--- config.mk ---
export PLATFORM = sky130hd
export DESIGN_NAME = irq_route_matrix
export DESIGN_NICKNAME = d
export VERILOG_FILES = /design/src/rtl/irqmap_pkg.sv /design/src/rtl/irqmap_regs.sv /design/src/rtl/irqmap_matrix.sv /design/src/rtl/irq_route_matrix.sv
export SDC_FILE = /design/constraint.sdc
export NUM_CORES = 1
export LEC_CHECK = 0
export ABC_AREA = 1
export BUFFER_PORTS_ARGS = -buffer_cell sky130_fd_sc_hd__buf_2
export CAP_MARGIN = 20
export CORE_AREA = 3 3 148 150
export DETAILED_ROUTE_END_ITERATION = 8
export DIE_AREA = 0 0 151 153
export SETUP_SLACK_MARGIN = 0.4
export SLEW_MARGIN = 20
export SYNTH_ARGS = -nofsm -noshare
export SYNTH_HDL_FRONTEND = slang
export SYNTH_SLANG_ARGS = --single-unit
--- constraint.sdc ---
create_clock -name clk -period 1.1 [get_ports clk]
set_input_delay 0.22 -clock clk [delete_from_list [all_inputs] [get_ports clk]]
set_output_delay 0.22 -clock clk [all_outputs]
set_load 0.05 [all_outputs]
--- src/rtl/irqmap_pkg.sv ---
package irqmap_pkg;
   localparam int unsigned WORD_W   = 32;
   localparam int unsigned REG_MASK = 0;
   localparam int unsigned REG_STAT = 1;
   localparam int unsigned REG_MAP0 = 2;

   // reset routing: spread sources round-robin over the levels
   function automatic int unsigned default_level(input int unsigned src, input int unsigned nlvl);
      return src % nlvl;
   endfunction
endpackage

--- src/rtl/irqmap_regs.sv ---
module irqmap_regs
   import irqmap_pkg::*;
#(
   parameter int unsigned NUM_SRC = 16,
   parameter int unsigned NUM_LVL = 7,
   parameter int unsigned MAP_W   = 4,
   parameter int unsigned ADDR_W  = 4,
   parameter int unsigned DATA_W  = 32
) (
   input  logic                     clk,
   input  logic                     rst,
   input  logic [NUM_SRC-1:0]       src_i,
   input  logic                     wr_en,
   input  logic [ADDR_W-1:0]        wr_addr,
   input  logic [DATA_W-1:0]        wr_data,
   input  logic [ADDR_W-1:0]        rd_addr,
   output logic [DATA_W-1:0]        rd_data,
   output logic [NUM_SRC-1:0]       mask_o,
   output logic [NUM_SRC*MAP_W-1:0] map_o
);
   localparam int unsigned FPW       = DATA_W / MAP_W;
   localparam int unsigned MAP_WORDS = (NUM_SRC + FPW - 1) / FPW;

   logic [NUM_SRC-1:0] mask_q;
   logic               wr_mask;

   assign wr_mask = wr_en && (wr_addr == ADDR_W'(REG_MASK));

   always_ff @(posedge clk) begin
      if (rst)          mask_q <= '0;
      else if (wr_mask) mask_q <= wr_data[NUM_SRC-1:0];
   end
   assign mask_o = mask_q;

   for (genvar s = 0; s < NUM_SRC; s++) begin : g_fld
      localparam int unsigned WIDX = s / FPW;
      localparam int unsigned FIDX = s % FPW;
      logic [MAP_W-1:0] fld_q;
      logic             fld_we;
      assign fld_we = wr_en && (wr_addr == ADDR_W'(REG_MAP0 + WIDX));
      always_ff @(posedge clk) begin
         if (rst)         fld_q <= MAP_W'(default_level(s, NUM_LVL));
         else if (fld_we) fld_q <= wr_data[FIDX*MAP_W +: MAP_W];
      end
      assign map_o[s*MAP_W +: MAP_W] = fld_q;
   end

   always_comb begin
      rd_data = '0;
      if (rd_addr == ADDR_W'(REG_MASK)) begin
         rd_data[NUM_SRC-1:0] = mask_q;
      end else if (rd_addr == ADDR_W'(REG_STAT)) begin
         rd_data[NUM_SRC-1:0] = src_i;
      end else begin
         for (int w = 0; w < int'(MAP_WORDS); w++) begin
            if (rd_addr == ADDR_W'(int'(REG_MAP0) + w)) begin
               for (int f = 0; f < int'(FPW); f++) begin
                  if (w * int'(FPW) + f < int'(NUM_SRC))
                     rd_data[f*MAP_W +: MAP_W] = map_o[(w*int'(FPW)+f)*MAP_W +: MAP_W];
               end
            end
         end
      end
   end

   // an enable write is in place after the sampling edge
   a_r6_mask_lands: assert property (@(posedge clk) disable iff (rst)
      wr_mask |=> mask_o == $past(wr_data[NUM_SRC-1:0]));

   // status word mirrors the raw request lines
   a_r7_status_raw: assert property (@(posedge clk) disable iff (rst)
      (rd_addr == ADDR_W'(REG_STAT)) |-> rd_data == DATA_W'(src_i));

   // a write to the status word leaves the enables untouched
   a_r8_status_ro: assert property (@(posedge clk) disable iff (rst)
      (wr_en && wr_addr == ADDR_W'(REG_STAT)) |=> $stable(mask_o));
endmodule

--- src/rtl/irqmap_matrix.sv ---
module irqmap_matrix #(
   parameter int unsigned NUM_SRC = 16,
   parameter int unsigned NUM_LVL = 7,
   parameter int unsigned MAP_W   = 4
) (
   input  logic                     clk,
   input  logic                     rst,
   input  logic [NUM_SRC-1:0]       src_i,
   input  logic [NUM_SRC-1:0]       mask_i,
   input  logic [NUM_SRC*MAP_W-1:0] map_i,
   output logic [NUM_LVL-1:0]       lvl_o
);
   logic [NUM_SRC-1:0] live;
   assign live = src_i & mask_i;

   for (genvar l = 0; l < NUM_LVL; l++) begin : g_lvl
      logic [NUM_SRC-1:0] hit;
      for (genvar s = 0; s < NUM_SRC; s++) begin : g_src
         assign hit[s] = live[s] && (map_i[s*MAP_W +: MAP_W] == MAP_W'(l));
      end
      assign lvl_o[l] = |hit;
   end

   // every raised level needs its own live source
   a_r4_fanout: assert property (@(posedge clk) disable iff (rst)
      $countones(lvl_o) <= $countones(live));
endmodule

--- src/rtl/irq_route_matrix.sv ---
module irq_route_matrix
   import irqmap_pkg::*;
#(
   parameter int unsigned NUM_SRC = 16,
   parameter int unsigned NUM_LVL = 7,
   parameter int unsigned MAP_W   = 4,
   parameter int unsigned ADDR_W  = 4
) (
   input  logic               clk,
   input  logic               rst,
   input  logic [NUM_SRC-1:0] src_i,
   input  logic               wr_en,
   input  logic [ADDR_W-1:0]  wr_addr,
   input  logic [WORD_W-1:0]  wr_data,
   input  logic [ADDR_W-1:0]  rd_addr,
   output logic [WORD_W-1:0]  rd_data,
   output logic [NUM_LVL-1:0] lvl_req_o
);
   localparam int unsigned FPW       = WORD_W / MAP_W;
   localparam int unsigned MAP_WORDS = (NUM_SRC + FPW - 1) / FPW;

   if (NUM_SRC > WORD_W || NUM_SRC == 0) begin : g_bad_src
      $error("NUM_SRC must be between 1 and the register width");
   end
   if (NUM_LVL >= (1 << MAP_W)) begin : g_bad_lvl
      $error("MAP_W too narrow to hold a disconnect code");
   end
   if ((WORD_W % MAP_W) != 0) begin : g_bad_fld
      $error("MAP_W must divide the register width");
   end
   if (REG_MAP0 + MAP_WORDS > (1 << ADDR_W)) begin : g_bad_addr
      $error("ADDR_W too narrow for the register map");
   end

   logic [NUM_SRC-1:0]       mask;
   logic [NUM_SRC*MAP_W-1:0] map;
   logic [NUM_LVL-1:0]       lvl_next;
   logic [NUM_LVL-1:0]       lvl_q;

   irqmap_regs #(
      .NUM_SRC(NUM_SRC), .NUM_LVL(NUM_LVL), .MAP_W(MAP_W),
      .ADDR_W(ADDR_W), .DATA_W(WORD_W)
   ) u_regs (
      .clk(clk), .rst(rst), .src_i(src_i),
      .wr_en(wr_en), .wr_addr(wr_addr), .wr_data(wr_data),
      .rd_addr(rd_addr), .rd_data(rd_data),
      .mask_o(mask), .map_o(map)
   );

   irqmap_matrix #(
      .NUM_SRC(NUM_SRC), .NUM_LVL(NUM_LVL), .MAP_W(MAP_W)
   ) u_matrix (
      .clk(clk), .rst(rst), .src_i(src_i), .mask_i(mask),
      .map_i(map), .lvl_o(lvl_next)
   );

   always_ff @(posedge clk) begin
      if (rst) lvl_q <= '0;
      else     lvl_q <= lvl_next;
   end
   assign lvl_req_o = lvl_q;

   // outputs are quiet on the cycle after reset
   a_r1_reset_quiet: assert property (@(posedge clk)
      $past(rst) |-> lvl_req_o == '0);

   // nothing is requested unless an enabled source was active
   a_r3_masked_silent: assert property (@(posedge clk) disable iff (rst)
      (|lvl_req_o) |-> (|$past(src_i & mask)));
endmodule

==> flow_summary.yaml, run 1 <==
setup_path:
  crit_required_ns: 0.88
  worst_path_max_delay_cell: "buf_4"
  path_delay_family: "buffers and inverters"
  critPathBufInv: 4
  path_class: "in2out"
  crit_arrival_ns: 1.33
  path_cells: "buf_8, nor2_8, buf_12, nand3_4, o22ai_2, inv_1, o211ai_1, buf_4"
  end_kind: "output port"
  critPathMaxStageDelay_ns: 0.23
  reg2reg_slack_ns: -0.13
  crit_fanout: 5
  startpoint_type: "input pin"
timing:
  setup_viol: 39
  fin_ws_ns: -0.4526
  fin_crit_ns: 1.553
  fmax_mhz: 644.1
  skew_ns: 0.009335
  worstMarginPinSlew_ns: 0.2569
  drv_slew: 0
  hold_slack_ns: 0.1194
  slew_headroom: 0.8281
  hold_viol: 0
  grt_setup_unrepaired: "true"
  post-route-period-util: 1.411
logic_synthesis:
  yosysTopAreaCellShare: 0.3393
  synth_fp_nets: 904
  ys_warn_count: 0
  synthCells: 845
  synth_flop_cell: "dfxtp_1"
  synth_area_per_cell_um2: 6.074
  synth-edff-count: 0
  yosysMostFrequentCell: "nand2_1"
  yosysUniqueCellTypes: 29
  synthTopCellsByCount: "nand2_1 (214), nor2_1 (131), inv_1 (119), dfxtp_1 (87), o21ai_0 (87)"
  netlist_area_um2: 5132
  async_reset_ff_frac: 0
  yosys.area.top_type: "dfxtp_1"
  synth_top_cells_by_area: "dfxtp_1 (34%), nand2_1 (16%), nor2_1 (9.6%)"
  synth_seq_area_share: 0.3393
  ys_ff_latch: 87
die:
  coreArea_um2: 20820
  die_h_um: 153
  io_pins: 98
  initial_utilization: 0.2465
  fp.dieW_um: 151
  rows: 53
  fp.dieArea_um2: 23100
layout:
  nets: 1108
  seq_area_um2: 1827
  syn2layout_area_growth_pct: 91.74
  fillers: 1981
  multi_input_area_um2: 4265
  drive_gt1_frac: 0.6006
  diodes: 0
  final_cell_area_um2: 9841
detailed_routing:
  drt-total-wl_um: 23880
  vias: 6468
  drc: 0
  drtIter0Drc: 506
  drtPass1Iterations: 5
  viasPerCell: 4.867
  drtAntennaViolNets: 0
  wl_per_cell_um: 17.97
placement:
  hpwl_um: 15780
  io_buffers: 97
  detailed_place.area_um2: 7234
  routabilityCongestion: 0.9094
pwr:
  power_w: 0.008131
  peakVddDrop_mv: 0.7344
  power_leakage_nw: 4.158
  cellPowerDensity_nw_per_um2: 826.2
cts:
  cts_buffers: 9
  cts_buffer_depth: 2
  ctsHoldBuffers: 0
  cts_tree: "yes"
  worstSkewPairLatency_ns: 0.35
  cts-root-buf: "clkbuf_16"
  cts.sinks: 87
  htreeDepth: 3
  clkTransAtPathRegs_ns: 0.07
grt:
  globalRoute.totalOverflow: 0
  antenna_found_initial: 0
  grt_pass1_vias: 6353
  grt_max_degree: 27
  grt_pass1_wl_um: 35800
  grt_usage: 0.2033
run:
  maxCapViolCount: 0
hold_path:
  hold_class: "in2reg"
status:
  violations: "negative setup slack"
  outcome: "complete, but fails checks"
## layout make-up
type / instances / share of cell area
multi-input combinational: 607 / 0.4334
timing repair buffer: 221 / 0.2585
sequential: 87 / 0.1856
inverter: 120 / 0.05277
tap: 275 / 0.03497
clock buffer: 11 / 0.02467
clock inverter: 5 / 0.005849
timing repair inverter: 3 / 0.004196
## worst register-to-register path, cell delays in order (launching register included)
cell and delay, ns:
dfxtp_2 0.34, nand2_4 0.10, nand3b_1 0.21, nand2_1 0.09, nor2_2 0.10, nand2_1 0.07, nor2_2 0.13, nor2_1 0.06
## cells in the final DEF, fill, tap and decap left out, types with 12 or more instances in the layout
cell / n
o21ai_2: 46
inv_2: 59
a21oi_2: 54
nor2_2: 38
dfxtp_1: 23
dfxtp_2: 62
buf_8: 18
buf_2: 50
nand2_2: 30
o22ai_4: 17
nand2_1: 175
buf_16: 14
o21ai_4: 20
buf_4: 52
nor2_4: 13
o21ai_1: 25
inv_1: 48
buf_6: 57
nor2_1: 81
o221ai_4: 12
buf_12: 29
nand3_1: 35
a21oi_1: 23
## per-layer routing
| metal | share of wire | GRT usage |
|---|---|---|
| met2 | 0.46 | 0.3109 |
| met3 | 0.066 | 0.04477 |
| met4 | 0.036 | 0.09154 |
| met1 | 0.44 | 0.2730 |
| met5 | 0 | 0 |
## state kept, by name (all words and copies together) (netlist names)
name                count
u_regs.g_fld.fld_q     64
lvl_req_o               7
u_regs.mask_o          16
## timing repair
| action | in CTS | in global routing |
|---|---|---|
| resized for setup | 318 | 127 |
| pin swaps | 63 | 45 |
| cloned | 21 | 1 |
| endpoints found under the setup margin | 125 | 126 |
| buffers inserted | 27 | 6 |
## cell families (layout without fill, tap and decap cells)
logic type      count (synthesis)  after routing  share of synthesized area
simple gates                  397            399                     0.3155
compound gates                208            208                     0.2199
buf+inv                       153            360                     0.1253
flops                          87             87                     0.3393
## power by group
group	internal, W	switching (W)
Clock	0.00182	0.00135
Combinational	0.000702	0.000964
Sequential	0.00322	0.0000609
Total	0.00575	0.00238
## per-stage QoR
| step | instances | utilization | setup slack (ns) | TNS (ns) |
|---|---|---|---|---|
| after CTS | 1322 | 0.4458 | -0.4667 | -13.76 |
| after detailed placement | 1258 | 0.3474 | -0.5839 | -23.45 |
| final | 1329 | 0.4726 | -0.4526 | -13.64 |
| after floorplan | 845 | - | -0.5258 | -7.322 |
| after global placement | 1258 | 0.3474 | -0.5722 | -22.55 |
| after global routing | 1329 | 0.4726 | -0.5139 | -15.30 |
## worst paths after layout
kind | startpoint | end | depth (start not counted)
setup / recovery | rd_addr[2] | rd_data[7] | 8
hold / removal | wr_data[20] | u_regs.g_fld[5].fld_q[0] | 3
setup reg to reg | u_regs.mask_o[2] | lvl_req_o[0] | 7
hold reg to reg | u_regs.mask_o[6] | u_regs.mask_o[6] | 2
Power figures use the tool's default switching activity.
==> run 2, diff against run 1 <==
--- a/config.mk
+++ b/config.mk
@@ -11,7 +11,9 @@
 export CORE_AREA = 3 3 148 150
 export DETAILED_ROUTE_END_ITERATION = 8
 export DIE_AREA = 0 0 151 153
+export GPL_TIMING_DRIVEN = 1
 export SETUP_SLACK_MARGIN = 0.4
+export SKIP_CTS_REPAIR_TIMING = 1
 export SLEW_MARGIN = 20
 export SYNTH_ARGS = -nofsm -noshare
 export SYNTH_HDL_FRONTEND = slang
==> run 2 against run 1 <==
Compared with the run above:
- the flow still finishes with violations (negative setup slack)
- core utilization decreased by 2.2 points
- sequential power about the same
- critical path depth unchanged
- final cell count decreased by 0.68%
- non-clock buffer count decreased by 10
- clock-buffer cell count unchanged
- hold slack got worse by 0.0085 ns
- register-to-register slack about the same
- via count decreased by 1.1%
- critical path type unchanged
==> flow_summary.yaml, run 2 (synthesized netlist as in run 1, its figures left out) <==
timing:
  hold_viol: 0
  fin_ws_ns: -0.5194
  grt_setup_unrepaired: "true"
  drv_slew: 0
  fmax_mhz: 617.5
  skew_ns: 0.009848
  slew_headroom: 0.7887
  setup_viol: 39
  post-route-period-util: 1.472
  worstMarginPinSlew_ns: 0.3160
  fin_crit_ns: 1.619
  setup-tns-final_ns: -15.30
pwr:
  cellPowerDensity_nw_per_um2: 856.3
  power_w: 0.008032
  switching_share: 0.2926
  peakVddDrop_mv: 0.7352
  p_int_w: 0.005682
  power_leakage_nw: 4.031
  switchingPower_w: 0.002350
  p_seq_frac: 0.409
  pwr-share-clk: 0.398
  comb_power_share: 0.194
die:
  io_pins: 98
  initial_utilization: 0.2465
  die_h_um: 153
  rows: 53
  fp.dieArea_um2: 23100
  coreArea_um2: 20820
  fp.dieW_um: 151
placement:
  io_buffers: 97
  detailed_place.area_um2: 7234
  routabilityCongestion: 0.9094
  hpwl_um: 15780
detailed_routing:
  drtAntennaViolNets: 0
  viasPerCell: 4.847
  drc: 0
  drtIter0Drc: 419
  drt-total-wl_um: 23840
  vias: 6398
  wl_per_cell_um: 18.06
  drtPass1Iterations: 5
layout:
  nets: 1099
  top_register: "u_regs.g_fld.fld_q"
  largest_register_ffs: 64
  final_cell_area_um2: 9380
  drive_gt1_frac: 0.5732
  final_common_cell: "nand2_1"
  layout_common_cells: "nand2_1 (170), nor2_1 (81), buf_4 (60), dfxtp_2 (59), inv_2 (58)"
  diodes: 0
  syn2layout_area_growth_pct: 82.76
  fillers: 2066
setup_path:
  crit_required_ns: 0.88
  rr_startpoint: "u_regs.g_fld[14].fld_q[3]"
  worstReg2RegEnd: "lvl_req_o[5]"
  path_class: "in2out"
  reg2reg_depth: 10
  startpoint_type: "input pin"
  crit_fanout: 8
  end_kind: "output port"
  reg2reg_slack_ns: -0.13
  crit_arrival_ns: 1.40
run:
  maxCapViolCount: 0
cts:
  cts_buffer_depth: 2
  worstSkewPairLatency_ns: 0.36
  cts_tree: "yes"
  cts.sinks: 87
  clkTransAtPathRegs_ns: 0.06
  cts_buffers: 9
  htreeDepth: 3
  cts-root-buf: "clkbuf_16"
hold_path:
  min_from: "wr_data[25]"
  hold_depth: 3
  hold_class: "in2reg"
  whs_endpoint: "u_regs.g_fld[6].fld_q[1]"
grt:
  globalRoute.totalOverflow: 0
  antenna_found_initial: 0
  grt_pass1_wl_um: 30000
  grt_pass1_vias: 5389
  grt_usage: 0.1679
  grt_max_degree: 27
status:
  violations: "negative setup slack"
  outcome: "complete, but fails checks"
## run 2: per-stage QoR
| step | hold WS (ns) | std cells | setup WS [ns] | util |
|---|---|---|---|---|
| 2_1_floorplan | 0.3395 | 845 | -0.5258 | - |
| 5_1_grt | 0.1105 | 1320 | -0.5766 | 0.4505 |
| 6_report | 0.1109 | 1320 | -0.5194 | 0.4505 |
| 3_5_place_dp | 0.4555 | 1258 | -0.5839 | 0.3474 |
| 3_3_place_gp | 0.4537 | 1258 | -0.5722 | 0.3474 |
| 4_1_cts | 0.09600 | 1274 | -0.5836 | 0.3619 |
## run 2: final cells by class
| class | count | area (um^2) | share of cell area |
|---|---|---|---|
| inverters | 120 | 505.5 | 0.05389 |
| repair inverters | 2 | 25.02 | 0.002668 |
| flip-flops and latches | 87 | 1827 | 0.1947 |
| clock buffers | 11 | 242.7 | 0.02588 |
| repair buffers | 211 | 2231 | 0.2378 |
| multi-input cells | 609 | 4148 | 0.4422 |
| well taps | 275 | 344.1 | 0.03668 |
| clock inverters | 5 | 57.56 | 0.006136 |
## run 2: power by group through the flow
stage / registers (W) / clock network (W) / logic, W
after floorplan: 0.00335 / 0 / 0.000659
after global placement: 0.00334 / 0 / 0.00113
after detailed placement: 0.00335 / 0 / 0.00113
after CTS: 0.00327 / 0.00322 / 0.00114
after global routing: 0.00329 / 0.00332 / 0.00164
final: 0.00328 / 0.00319 / 0.00156
## run 2: worst max-delay path, cell delays in order
cell and delay [ns]:
buf_8 0.10, nor2_8 0.21, nand3_4 0.22, buf_4 0.21
o22ai_2 0.09, nor2_1 0.05, o21ai_1 0.11, buf_6 0.19
## run 2: worst max-delay path by stage
stage	from	endpoint	slack [ns]
2_1_floorplan	rd_addr[2]	rd_data[7]	-0.53
3_3_place_gp	rd_addr[2]	rd_data[3]	-0.57
3_5_place_dp	rd_addr[2]	rd_data[3]	-0.58
4_1_cts	rd_addr[2]	rd_data[3]	-0.58
5_1_grt	rd_addr[2]	rd_data[10]	-0.58
6_report	rd_addr[2]	rd_data[10]	-0.52
## run 2: layer usage
metal,global-route usage,share of wire
met4,0.05915,0.035
met5,0,0
met2,0.2420,0.45
met1,0.2510,0.45
met3,0.02698,0.057
==> run 3, diff against run 2 <==
--- a/config.mk
+++ b/config.mk
@@ -5,12 +5,11 @@
 export SDC_FILE = /design/constraint.sdc
 export NUM_CORES = 1
 export LEC_CHECK = 0
-export ABC_AREA = 1
 export BUFFER_PORTS_ARGS = -buffer_cell sky130_fd_sc_hd__buf_2
 export CAP_MARGIN = 20
-export CORE_AREA = 3 3 148 150
+export CORE_AREA = 3 3 147 149
 export DETAILED_ROUTE_END_ITERATION = 8
-export DIE_AREA = 0 0 151 153
+export DIE_AREA = 0 0 150 152
 export GPL_TIMING_DRIVEN = 1
 export SETUP_SLACK_MARGIN = 0.4
 export SKIP_CTS_REPAIR_TIMING = 1
==> run 3 against run 2 <==
Compared with the run above:
- the flow still finishes with violations (negative setup slack)
- design area grew 7.9%
- wire length rose by 8.9%
- critical endpoint is now rd_data[14]
- critical path type is now reg2out
- clock power is 5% higher
- synthesized cell count decreased by 23%
- largest power group is now clock
==> flow_summary.yaml, run 3 <==
status:
  outcome: "complete, but fails checks"
  violations: "negative setup slack"
pwr:
  p_int_w: 0.005822
  switchingPower_w: 0.002192
  switching_share: 0.2735
  cellPowerDensity_nw_per_um2: 792.0
  power_leakage_nw: 4.294
  pwr-share-clk: 0.416
  comb_power_share: 0.183
  p_seq_frac: 0.401
  peakVddDrop_mv: 0.7266
logic_synthesis:
  yosys.area.top_type: "dfxtp_1"
  ys_ff_latch: 87
  synth_top_cells_by_area: "dfxtp_1 (34%), nand2_1 (14%), mux4_2 (6.7%)"
  synthCells: 653
  synth_seq_area_share: 0.3435
  synth_area_per_cell_um2: 7.764
  synth-edff-count: 0
  async_reset_ff_frac: 0
  netlist_area_um2: 5070
  yosysTopAreaCellShare: 0.3435
  synth_flop_cell: "dfxtp_1"
  yosysMostFrequentCell: "nand2_1"
  synthTopCellsByCount: "nand2_1 (190), dfxtp_1 (87), a21oi_1 (63), nand3b_1 (30), clkbuf_1 (24)"
  synth_fp_nets: 712
  ys_warn_count: 0
  yosysUniqueCellTypes: 52
grt:
  globalRoute.totalOverflow: 0
  grt_max_degree: 38
  grt_pass1_wl_um: 33950
  grt_usage: 0.1957
  antenna_found_initial: 1
  grt_pass1_vias: 5846
setup_path:
  crit_required_ns: 0.88
  path_class: "reg2out"
  end_kind: "output port"
  endpoint: "rd_data[14]"
  rr_startpoint: "u_regs.g_fld[0].fld_q[1]"
  crit_arrival_ns: 1.59
  reg2reg_depth: 9
  cp-startpoint: "u_regs.g_fld[11].fld_q[2]"
  crit_fanout: 2
  worstReg2RegEnd: "lvl_req_o[3]"
  startpoint_type: "register"
  reg2reg_slack_ns: -0.50
placement:
  io_buffers: 97
  place_ws_ns: -0.5729
  routabilityCongestion: 1.026
  hpwl_um: 18120
cts:
  cts.sinks: 87
  cts_buffer_depth: 2
  clkTransAtPathRegs_ns: 0.07
  htreeDepth: 3
  cts-root-buf: "clkbuf_16"
  cts_tree: "yes"
  worstSkewPairLatency_ns: 0.36
  cts_buffers: 9
detailed_routing:
  drc: 0
  vias: 6446
  drtIter0Drc: 529
  drtPass1Iterations: 5
  wl_per_cell_um: 21.03
  drt-total-wl_um: 25950
  drtAntennaViolNets: 0
  viasPerCell: 5.224
layout:
  nets: 1018
  syn2layout_area_growth_pct: 99.58
  layout_common_cells: "buf_4 (163), nand2_1 (117), buf_2 (53), nand2_4 (51), buf_6 (51)"
  largest_register_ffs: 64
  drive_gt1_frac: 0.6629
  postLayoutCoreUtil: 0.4985
  diodes: 0
  final_common_cell: "buf_4"
  top_register: "u_regs.g_fld.fld_q"
timing:
  hold_viol: 0
  worstMarginPinSlew_ns: 0.4417
  drv_slew: 0
  setup_viol: 39
  fin_ws_ns: -0.7121
  skew_ns: 0.01023
  slew_headroom: 0.7030
  post-route-period-util: 1.647
  fin_crit_ns: 1.812
  fmax_mhz: 551.9
  grt_setup_unrepaired: "true"
die:
  fp.dieArea_um2: 22800
  fp.dieW_um: 150
  coreArea_um2: 20300
  die_h_um: 152
  rows: 52
  io_pins: 98
  initial_utilization: 0.2498
run:
  maxCapViolCount: 0
hold_path:
  hold_class: "in2reg"
[run 3: worst min-delay path by stage]
stage,from,to,cells past startpoint
after global routing,wr_data[20],u_regs.g_fld[13].fld_q[0],3
after detailed placement,wr_data[16],u_regs.g_fld[12].fld_q[0],3
after CTS,wr_data[16],u_regs.g_fld[12].fld_q[0],3
after global placement,wr_data[22],u_regs.g_fld[5].fld_q[2],3
final,wr_data[22],u_regs.g_fld[13].fld_q[2],3
after floorplan,wr_data[4],u_regs.g_fld[1].fld_q[0],2
[run 3: final cells by class]
type                            instances  area, um^2
Inverter                                6       22.52
Tap cell                              270       337.8
Timing Repair Buffer                  333        3229
Clock inverter                          4       52.55
Sequential cell                        87        1856
Fill cell                            1851       10180
Multi-Input combinational cell        522        4354
Clock buffer                           12       266.5
[run 3: metrics by stage]
stage	hold WS (ns)	TNS, ns	std cells	power [W]	instance area (um^2)
floorplan	0.3436	-9.336	653	0.003872	5510
global placement	0.4449	-34.77	1160	0.004405	7520
detailed placement	0.4524	-35.47	1160	0.004412	7520
CTS	0.07896	-24.56	1176	0.007687	7839
global route	0.1231	-21.88	1234	0.008202	10120
finish	0.1078	-20.41	1234	0.008014	10120
[run 3: power by group through the flow]
stage               logic (W)  clock network, W  registers, W
floorplan            0.000551                 0       0.00332
global placement      0.00109                 0       0.00332
detailed placement    0.00109                 0       0.00332
CTS                   0.00110           0.00334       0.00325
global route          0.00154           0.00345       0.00322
finish                0.00146           0.00334       0.00321
[run 3: kinds of logic after synthesis]
kind of cell | Yosys count | synth area share
muxes | 16 | 0.07182
buffers and inverters | 44 | 0.03874
and+or+nand+nor | 387 | 0.3964
AOI/OAI and AO/OA | 119 | 0.1496
DFF | 87 | 0.3435
[run 3: routing by layer]
layer  vias up  part of all wire  global-route usage  wire (um)
met5         -           0.00031                   0          8
met4         2             0.029             0.06275        760
met3        53             0.069             0.03813       1800
met2       247              0.48              0.3107      12470
met1      3153              0.42              0.2671      10910
li1       2991                 -                   -          -
[run 3: critical path, stage by stage, from the launching register on]
cell,delay (ns)
dfxtp_4,0.35
buf_6,0.11
mux4_2,0.46
and2_4,0.18
buf_8,0.14
